<file path="config.mk">
export PLATFORM = sky130hd
export DESIGN_NAME = match_timer
export DESIGN_NICKNAME = d
export VERILOG_FILES = /design/src/rtl/match_timer_pkg.sv /design/src/rtl/mt_prescaler.sv /design/src/rtl/mt_postscaler.sv /design/src/rtl/match_timer.sv
export SDC_FILE = /design/constraint.sdc
export NUM_CORES = 1
export LEC_CHECK = 0
export BUFFER_PORTS_ARGS = -buffer_cell sky130_fd_sc_hd__buf_2
export CORE_ASPECT_RATIO = 1.75
export CORE_MARGIN = 2
export CORE_UTILIZATION = 30
export DETAILED_ROUTE_END_ITERATION = 7
export GPL_ROUTABILITY_DRIVEN = 0
export GPL_TIMING_DRIVEN = 0
export PLACE_DENSITY = 0.58
export SLEW_MARGIN = 20
export SYNTH_ARGS = -nofsm -noshare
export SYNTH_HDL_FRONTEND = slang
export SYNTH_SLANG_ARGS = --single-unit
</file>
<file path="constraint.sdc">
create_clock -name clk -period 3.8 [get_ports clk]
set_input_delay 0.76 -clock clk [delete_from_list [all_inputs] [get_ports clk]]
set_output_delay 0.76 -clock clk [all_outputs]
set_load 0.05 [all_outputs]
</file>
<file path="src/rtl/match_timer_pkg.sv">
// Shared register addresses and control layout for the period-match timer.
package match_timer_pkg;
    typedef enum logic [1:0] {
        REG_COUNT  = 2'd0,
        REG_PERIOD = 2'd1,
        REG_CTRL   = 2'd2,
        REG_FLAG   = 2'd3
    } reg_addr_e;

    // Control byte: [6:3] postscale value, [2] run, [1:0] prescale select
    typedef struct packed {
        logic [3:0] post;
        logic       run;
        logic [1:0] pre;
    } ctrl_t;
endpackage

</file>
<file path="src/rtl/mt_prescaler.sv">
// Prescaler: divides the enable pulse by 1, 4 or (2**PRE_W) according to sel.
// Assumes sel changes only together with clr.
module mt_prescaler #(
    parameter int PRE_W = 4
) (
    input  logic       clk,
    input  logic       rst_n,
    input  logic       en,
    input  logic       clr,
    input  logic [1:0] sel,
    output logic       tick
);
    localparam logic [PRE_W-1:0] LIM_ONE  = '0;
    localparam logic [PRE_W-1:0] LIM_FOUR = PRE_W'(3);
    localparam logic [PRE_W-1:0] LIM_MAX  = {PRE_W{1'b1}};

    logic [PRE_W-1:0] cnt_q;
    logic [PRE_W-1:0] limit;

    // pick terminal count for the selected ratio
    always_comb begin
        case (sel)
            2'b00:   limit = LIM_ONE;
            2'b01:   limit = LIM_FOUR;
            default: limit = LIM_MAX;
        endcase
    end

    assign tick = en && !clr && (cnt_q == limit);

    // advance or clear the divide count
    always_ff @(posedge clk) begin
        if (!rst_n || clr) cnt_q <= '0;
        else if (en)       cnt_q <= tick ? '0 : cnt_q + 1'b1;
    end


    pre_bound_chk: assert property (@(posedge clk) disable iff (!rst_n)
        cnt_q <= limit);
endmodule

</file>
<file path="src/rtl/mt_postscaler.sv">
// Postscaler: counts period matches and reports completion on the
// (ratio+1)-th one. Assumes ratio changes only together with clr.
module mt_postscaler #(
    parameter int POST_W = 4
) (
    input  logic              clk,
    input  logic              rst_n,
    input  logic              clr,
    input  logic              match,
    input  logic [POST_W-1:0] ratio,
    output logic              done
);
    logic [POST_W-1:0] cnt_q;

    assign done = match && (cnt_q == ratio);

    // count matches, wrap on completion
    always_ff @(posedge clk) begin
        if (!rst_n || clr) cnt_q <= '0;
        else if (match)    cnt_q <= done ? '0 : cnt_q + 1'b1;
    end


    post_bound_chk: assert property (@(posedge clk) disable iff (!rst_n)
        cnt_q <= ratio);
endmodule

</file>
<file path="src/rtl/match_timer.sv">
// Period-match timer: a counter that wraps on equality with a period register,
// fed by a prescaler and driving a postscaler that sets a sticky flag.
// Assumes one register access per cycle on a shared address.
module match_timer #(
    parameter int DATA_W = 8,
    parameter int PRE_W  = 4,
    parameter int POST_W = 4
) (
    input  logic              clk,
    input  logic              rst_n,
    input  logic              tick_en,
    input  logic              wr_en,
    input  logic [1:0]        addr,
    input  logic [DATA_W-1:0] wr_data,
    output logic [DATA_W-1:0] rd_data,
    output logic              irq_flag,
    output logic              match_pulse
);
    import match_timer_pkg::*;

    localparam int CTRL_W = $bits(ctrl_t);

    logic [DATA_W-1:0] cnt_q, per_q;
    ctrl_t             ctrl_q;
    logic              flag_q, match_q;
    logic              wr_cnt, wr_per, wr_ctrl, wr_flag;
    logic              pre_tick, match_now, post_done, scal_clr;

    assign wr_cnt   = wr_en && (addr == REG_COUNT);
    assign wr_per   = wr_en && (addr == REG_PERIOD);
    assign wr_ctrl  = wr_en && (addr == REG_CTRL);
    assign wr_flag  = wr_en && (addr == REG_FLAG);
    assign scal_clr = wr_cnt || wr_ctrl;

    mt_prescaler #(.PRE_W(PRE_W)) u_pre (
        .clk(clk), .rst_n(rst_n), .en(tick_en && ctrl_q.run),
        .clr(scal_clr), .sel(ctrl_q.pre), .tick(pre_tick)
    );

    assign match_now = pre_tick && (cnt_q == per_q);

    mt_postscaler #(.POST_W(POST_W)) u_post (
        .clk(clk), .rst_n(rst_n), .clr(scal_clr), .match(match_now),
        .ratio(ctrl_q.post), .done(post_done)
    );

    // counter: software load wins, else count and wrap on period match
    always_ff @(posedge clk) begin
        if (!rst_n)        cnt_q <= '0;
        else if (wr_cnt)   cnt_q <= wr_data;
        else if (pre_tick) cnt_q <= match_now ? '0 : cnt_q + 1'b1;
    end

    // period and control registers
    always_ff @(posedge clk) begin
        if (!rst_n) begin
            per_q  <= '1;
            ctrl_q <= '0;
        end else begin
            if (wr_per)  per_q  <= wr_data;
            if (wr_ctrl) ctrl_q <= ctrl_t'(wr_data[CTRL_W-1:0]);
        end
    end

    // sticky flag: hardware set beats software write
    always_ff @(posedge clk) begin
        if (!rst_n)         flag_q <= 1'b0;
        else if (post_done) flag_q <= 1'b1;
        else if (wr_flag)   flag_q <= wr_data[0];
    end

    // registered match strobe
    always_ff @(posedge clk) begin
        if (!rst_n) match_q <= 1'b0;
        else        match_q <= match_now;
    end

    // read mux
    always_comb begin
        case (reg_addr_e'(addr))
            REG_COUNT:  rd_data = cnt_q;
            REG_PERIOD: rd_data = per_q;
            REG_CTRL:   rd_data = DATA_W'(ctrl_q);
            default:    rd_data = DATA_W'(flag_q);
        endcase
    end

    assign irq_flag    = flag_q;
    assign match_pulse = match_q;


    match_zero_chk: assert property (@(posedge clk) disable iff (!rst_n)
        match_q |-> (cnt_q == '0));

    halt_hold_chk: assert property (@(posedge clk) disable iff (!rst_n)
        (!ctrl_q.run && !wr_cnt) |=> (cnt_q == $past(cnt_q)));

    flag_sticky_chk: assert property (@(posedge clk) disable iff (!rst_n)
        (flag_q && !(wr_flag && !wr_data[0])) |=> flag_q);

    zero_period_chk: assert property (@(posedge clk) disable iff (!rst_n)
        (per_q == '0 && cnt_q == '0 && !wr_en) |=> (cnt_q == '0));
endmodule

</file>
Word level (Yosys, flattened, before mapping)
Index checks and enable logic that the tools add are counted.
{ "totals": {"register_bits": 33, "inputBits": 14, "output_inout_bits": 10, "word_cells": 45} }
{ "classes": {"addsub": 3, "eq_ne": 7, "mux": 9, "reduce_logical": 17} }
{ "ops": {"columns": ["operator", "count"], "rows": [
  ["$mux 8", 3],
  ["$pmux 8 s3", 1],
  ["$logic_and 1x1->1", 9],
  ["$add 4x1->4 const B", 2],
  ["$add 8x1->8 const B", 1],
  ["$eq 4x4->1", 2],
  ["$eq 8x8->1", 1],
  ["$mux 4", 2],
  ["$pmux 4 s2", 1],
  ["$eq 2x1->1 const B", 2],
  ["$eq 2x2->1 const B", 2],
  ["$logic_not 2->1", 2],
  ["$reduce_bool 2->1", 2],
  ["$logic_not 1->1", 2],
  ["$logic_or 1x1->1", 2],
  ["$mux 1", 2]
]} }

Depth between registers and ports, before layout
{ "depth": {"word_depth": 10, "depth_mapped": 7, "depth_no_buf": 6} }

Cells and area by module
Synthesis repeated with hierarchy kept, for this count alone.
{ "hier_totals": {"hier_cells": 219, "hier_area_um2": 1923.1} }
{ "modules_own_cells": {"columns": ["mod", "n_inst", "cells_per_inst", "area_per_inst_um2"], "rows": [
  ["match_timer", 1, 171, 1452.6],
  ["mt_postscaler", 1, 24, 246.5],
  ["mt_prescaler", 1, 24, 224.0]
]} }

Worst setup path before layout
Ideal clock, no wire load.
{ "synth_timing": {"path_type": "in2out", "start": "in addr[0]", "end": "out rd_data[1]", "arrival_ns": 2.400, "required_ns": 3.040, "slack_ns": 0.640, "stages": 3, "n_path_buf": 1, "path_cell_list": "clkbuf_1 -> mux2i_1 -> o21ai_0"} }
{ "synth_via": {"elab_chain_len": 2, "word_cells_on_any_way": 4, "cone_classes": "eq/ne (2); mux (1); reduce/logical (1)"} }
{ "synth_rtl": {"columns": ["element", "line_no", "rtl"], "rows": [
  ["start: declaration", "match_timer.sv:13", "input logic [1:0] addr,"],
  ["$eq 2x2->1, or another cell as far along", "match_timer.sv:80", "case (reg_addr_e'(addr))"],
  ["$pmux 8 s3 (*)", "match_timer.sv:80", null],
  ["end: declaration", "match_timer.sv:15", "output logic [DATA_W-1:0] rd_data,"]
]} }
Mark *: on every way between the ends. The rest lies on a longest branch, timed or not.

Final worst setup path
{ "layout_timing": {"start": "in addr[0]", "end": "out rd_data[3]"} }
Same word-level chain as after synthesis.

==> run summary <==
========================================================================================
Status                                                                         completed
Library cell occupying the most area in the post-synthesis netlist               dfxtp_1
Synthesized area per cell                                                      7.842 µm²
Number of buffers inserted during clock tree synthesis                                 5
Leak Pwr                                                                       0.8196 nW
Syn Inst Count                                                                       232
Maximum clock frequency                                                       0.3037 GHz
Register bit total from synthesis                                                     33
Critical path start-end classification                                      input pin to output pin
Internal power summed over all cells                                         0.0005605 W
IR Drop Worst-Case VDD                                                       0.0001824 V
Combined area of all synthesized cells                                          1819 µm²
Source-to-sink clock delay at the later pin of the worst-skew pair               0.30 ns
Headroom to the max-slew limit                                                    50.88%
Critical Path End Type                                                        output pin
Top cell types by occurrence after synthesis                                nand2_1 (43), dfxtp_1 (33), nand3_1 (26), a21oi_1 (17), xor2_1 (12)
Starting DRC count in detailed routing                                                63
Setup violators final                                                                  0
Syn_nets                                                                             249
Net load switching power                                                     0.0002383 W
Clock transition at path regs                                                    0.07 ns
Crit-path slowest cell                                                          clkbuf_1
Cell-by-cell trace of the critical path                                     buf_2 -> clkbuf_1 -> nor2b_1 -> clkbuf_1 -> nand2_1 -> o21ai_0 -> buf_2
Post-layout minimum cycle time                                                  3.292 ns
Number of routed nets with antenna violations                                          0
Yosys synthesis warning count                                                          0
Layout net count                                                                     279
Type of element launching the critical path                                    input pin
Number of sinks driven by the clock tree                                              33
Count of input and output buffers                                                     23
Combinational share of power                                                       15.2%
Wire length of the first global-routing pass                                    8.790 mm
Share of async-settable or async-resettable flops after synthesis                     0%
Worst Hold Class                                                            flip-flop to flip-flop
Via/cell ratio                                                                     5.267
Unrepaired setup endpoints after global routing                                    false
Cell types with the largest area share after synthesis                      dfxtp_1 (36%), nand2_1 (8.9%), nand3_1 (7.2%)
Row count                                                                             37
Arrival time at the worst endpoint                                               2.53 ns
Final hold violation count                                                             0
Power share of the clock group                                                     38.0%
Number of distinct library cells after synthesis                                      39
Area growth, synth to finish                                                      17.26%
Maximum buffer depth of the clock tree                                                 2
Portion of the clock cycle consumed by the worst path in the final layout         86.64%
Most common cell in the netlist                                                  nand2_1
Initial cell density of the core                                                  30.94%
Switching part of the total power                                                 29.83%
Die Span X                                                                      62.87 µm
Fraction of final layout cells sized beyond drive strength 1                      14.07%
Primary flip-flop cell chosen by synthesis mapping                               dfxtp_1
H-tree Lvls                                                                            2
Pwr Density                                                                 374.5 nW/µm²
Count of flip-flops with a built-in enable after synthesis                             0
Delay contributed by the slowest stage of the critical path                      0.44 ns
Accumulated negative setup slack                                                    0 ns
Diodes inserted                                                                        0
Slew @ Worst Pin                                                               0.7369 ns
Root Driver                                                                     clkbuf_8
Pin count of the biggest net entering global routing                                  11
Pre-CTS setup slack                                                            0.5385 ns
Number of detailed-routing iterations run before antenna repair                        4
Clock tree from TritonCTS                                                           done
Count of buffers added by post-CTS timing repair for setup                             0
Portion of the post-synthesis area used by sequential elements                    36.31%
Post-CTS Hold Buffers                                                                  0
Wire per inst                                                                   15.80 µm
Critical path data required time                                                 3.04 ns
Routed wire length                                                              5.389 mm
Overall die height                                                              107.0 µm
Worst-case clock skew                                                        0.004547 ns
Area of the die                                                                 6728 µm²
Flop-to-flop setup slack                                                         1.76 ns
Number of resized instances in the post-cts repair step                                0
Max Slew Vio Count                                                                     0
Placed wire-length estimate after detailed placement                            4.072 mm
Global-route usage over all layers                                                16.99%
Reported max-cap violation count                                                       0
Number of antenna violations at the first check in global routing                      0
Crit Path Max Fanout                                                                  10
Proportion of netlist area held by the largest area contributor                   36.31%
Sequential fraction of design power                                                46.7%
Final critical-path setup slack                                                0.5078 ns
Vias                                                                                1796
Remaining global-route overflow                                                        0
Num ports                                                                             24
Vias in the first global route                                                      1832
Number of remaining DRC errors                                                         0
Core Box Area                                                                   5879 µm²
========================================================================================
==> sequential cells by signal, summed over array words and instances, names as in the netlist <==
register      cells
match_pulse       1
irq_flag          1
per_q             8
u_pre.cnt_q       4
ctrl_q            7
u_post.cnt_q      4
cnt_q             8
==> placed cells by master, fill, tap and decap left out, drive strengths merged <==
| cell type | instances |
|---|---|
| ha | 3 |
| and2 | 1 |
| nand3b | 1 |
| nor2b | 1 |
| nand3 | 26 |
| xnor2 | 5 |
| a21boi | 1 |
| nand4 | 2 |
| inv | 1 |
| and3 | 4 |
| buf | 26 |
| a2111oi | 1 |
| mux2i | 8 |
| nand4b | 3 |
| a32oi | 2 |
| a31oi | 8 |
| a21o | 1 |
| nor3 | 6 |
| nand2b | 3 |
| nor4b | 1 |
| clkbuf | 17 |
| or2 | 2 |
| and4 | 1 |
| clkinv | 1 |
| a21oi | 17 |
| o31ai | 2 |
| a22oi | 1 |
| nor2 | 8 |
| o211ai | 1 |
| o21ai | 13 |
| dfxtp | 33 |
| nor4 | 3 |
| or3 | 1 |
| or4 | 3 |
| mux4 | 1 |
| xor2 | 12 |
| nand2 | 43 |
==> through the flow <==
| stage | instances | power, W | cell area, µm² | util, % | hold slack [ns] |
|---|---|---|---|---|---|
| 2_1_floorplan | 232 | 0.0004623 | 1819 | - | 0.4450 |
| 3_3_place_gp | 333 | 0.0005011 | 2032 | 34.56 | 0.4727 |
| 3_5_place_dp | 333 | 0.0005022 | 2032 | 34.56 | 0.4754 |
| 4_1_cts | 341 | 0.0008034 | 2133 | 36.28 | 0.4856 |
| 5_1_grt | 341 | 0.0008271 | 2133 | 36.28 | 0.4962 |
| 6_report | 341 | 0.0007988 | 2133 | 36.28 | 0.4796 |
==> worst max-delay path, delay by kind of cell <==
kind	cells	cell delay (ns)
simple gates	2	0.52
buf+inv	4	1.16
compound gates	1	0.09
==> per-layer routing <==
| metal | global-route usage, % | wire (µm) |
|---|---|---|
| met4 | 10.48 | 190 |
| met5 | 0 | 0 |
| met3 | 3.043 | 172 |
| met2 | 31.31 | 2899 |
| met1 | 17.39 | 2126 |
==> cell type report <==
cell class / instances / area (µm²)
flip-flops and latches: 33 / 660.6
clock buffers: 7 / 96.34
fillers: 643 / 3746
plain buffers: 13 / 50.05
inverters: 1 / 3.754
well taps: 78 / 97.59
repair buffers: 23 / 115.1
clock inverters: 1 / 5.005
multi-input cells: 185 / 1105
==> path summary, 6_finish.rpt <==
path,from,to,cells after the start
setup / recovery,addr[0],rd_data[3],7
hold / removal,ctrl_q[2]$_SDFFE_PN0P_,ctrl_q[2]$_SDFFE_PN0P_,2
setup reg to reg,cnt_q[4]$_SDFFE_PN0P_,u_post.cnt_q[0]$_SDFFE_PP0N_,6
hold reg to reg,ctrl_q[2]$_SDFFE_PN0P_,ctrl_q[2]$_SDFFE_PN0P_,2
==> cell families (layout without fill, tap and decap cells) <==
logic type	count (synthesis)	after routing	synth area share [%]
AOI/OAI and AO/OA	47	47	14.92
and+or+nand+nor	109	109	29.92
muxes	9	9	5.640
buffers and inverters	14	45	2.957
DFF	33	33	36.31
adders and majority gates	3	3	2.063
xor gates and xnor gates	17	17	8.184
==> power groups by stage <==
stage                      logic, W  clock network [W]  registers (W)
after detailed placement   0.000121                  0       0.000381
final                      0.000122           0.000304       0.000373
after CTS                  0.000122           0.000309       0.000373
after global routing       0.000130           0.000322       0.000375
after floorplan           0.0000840                  0       0.000378
after global placement     0.000121                  0       0.000380
No activity file was read; power rests on OpenSTA's default activity.
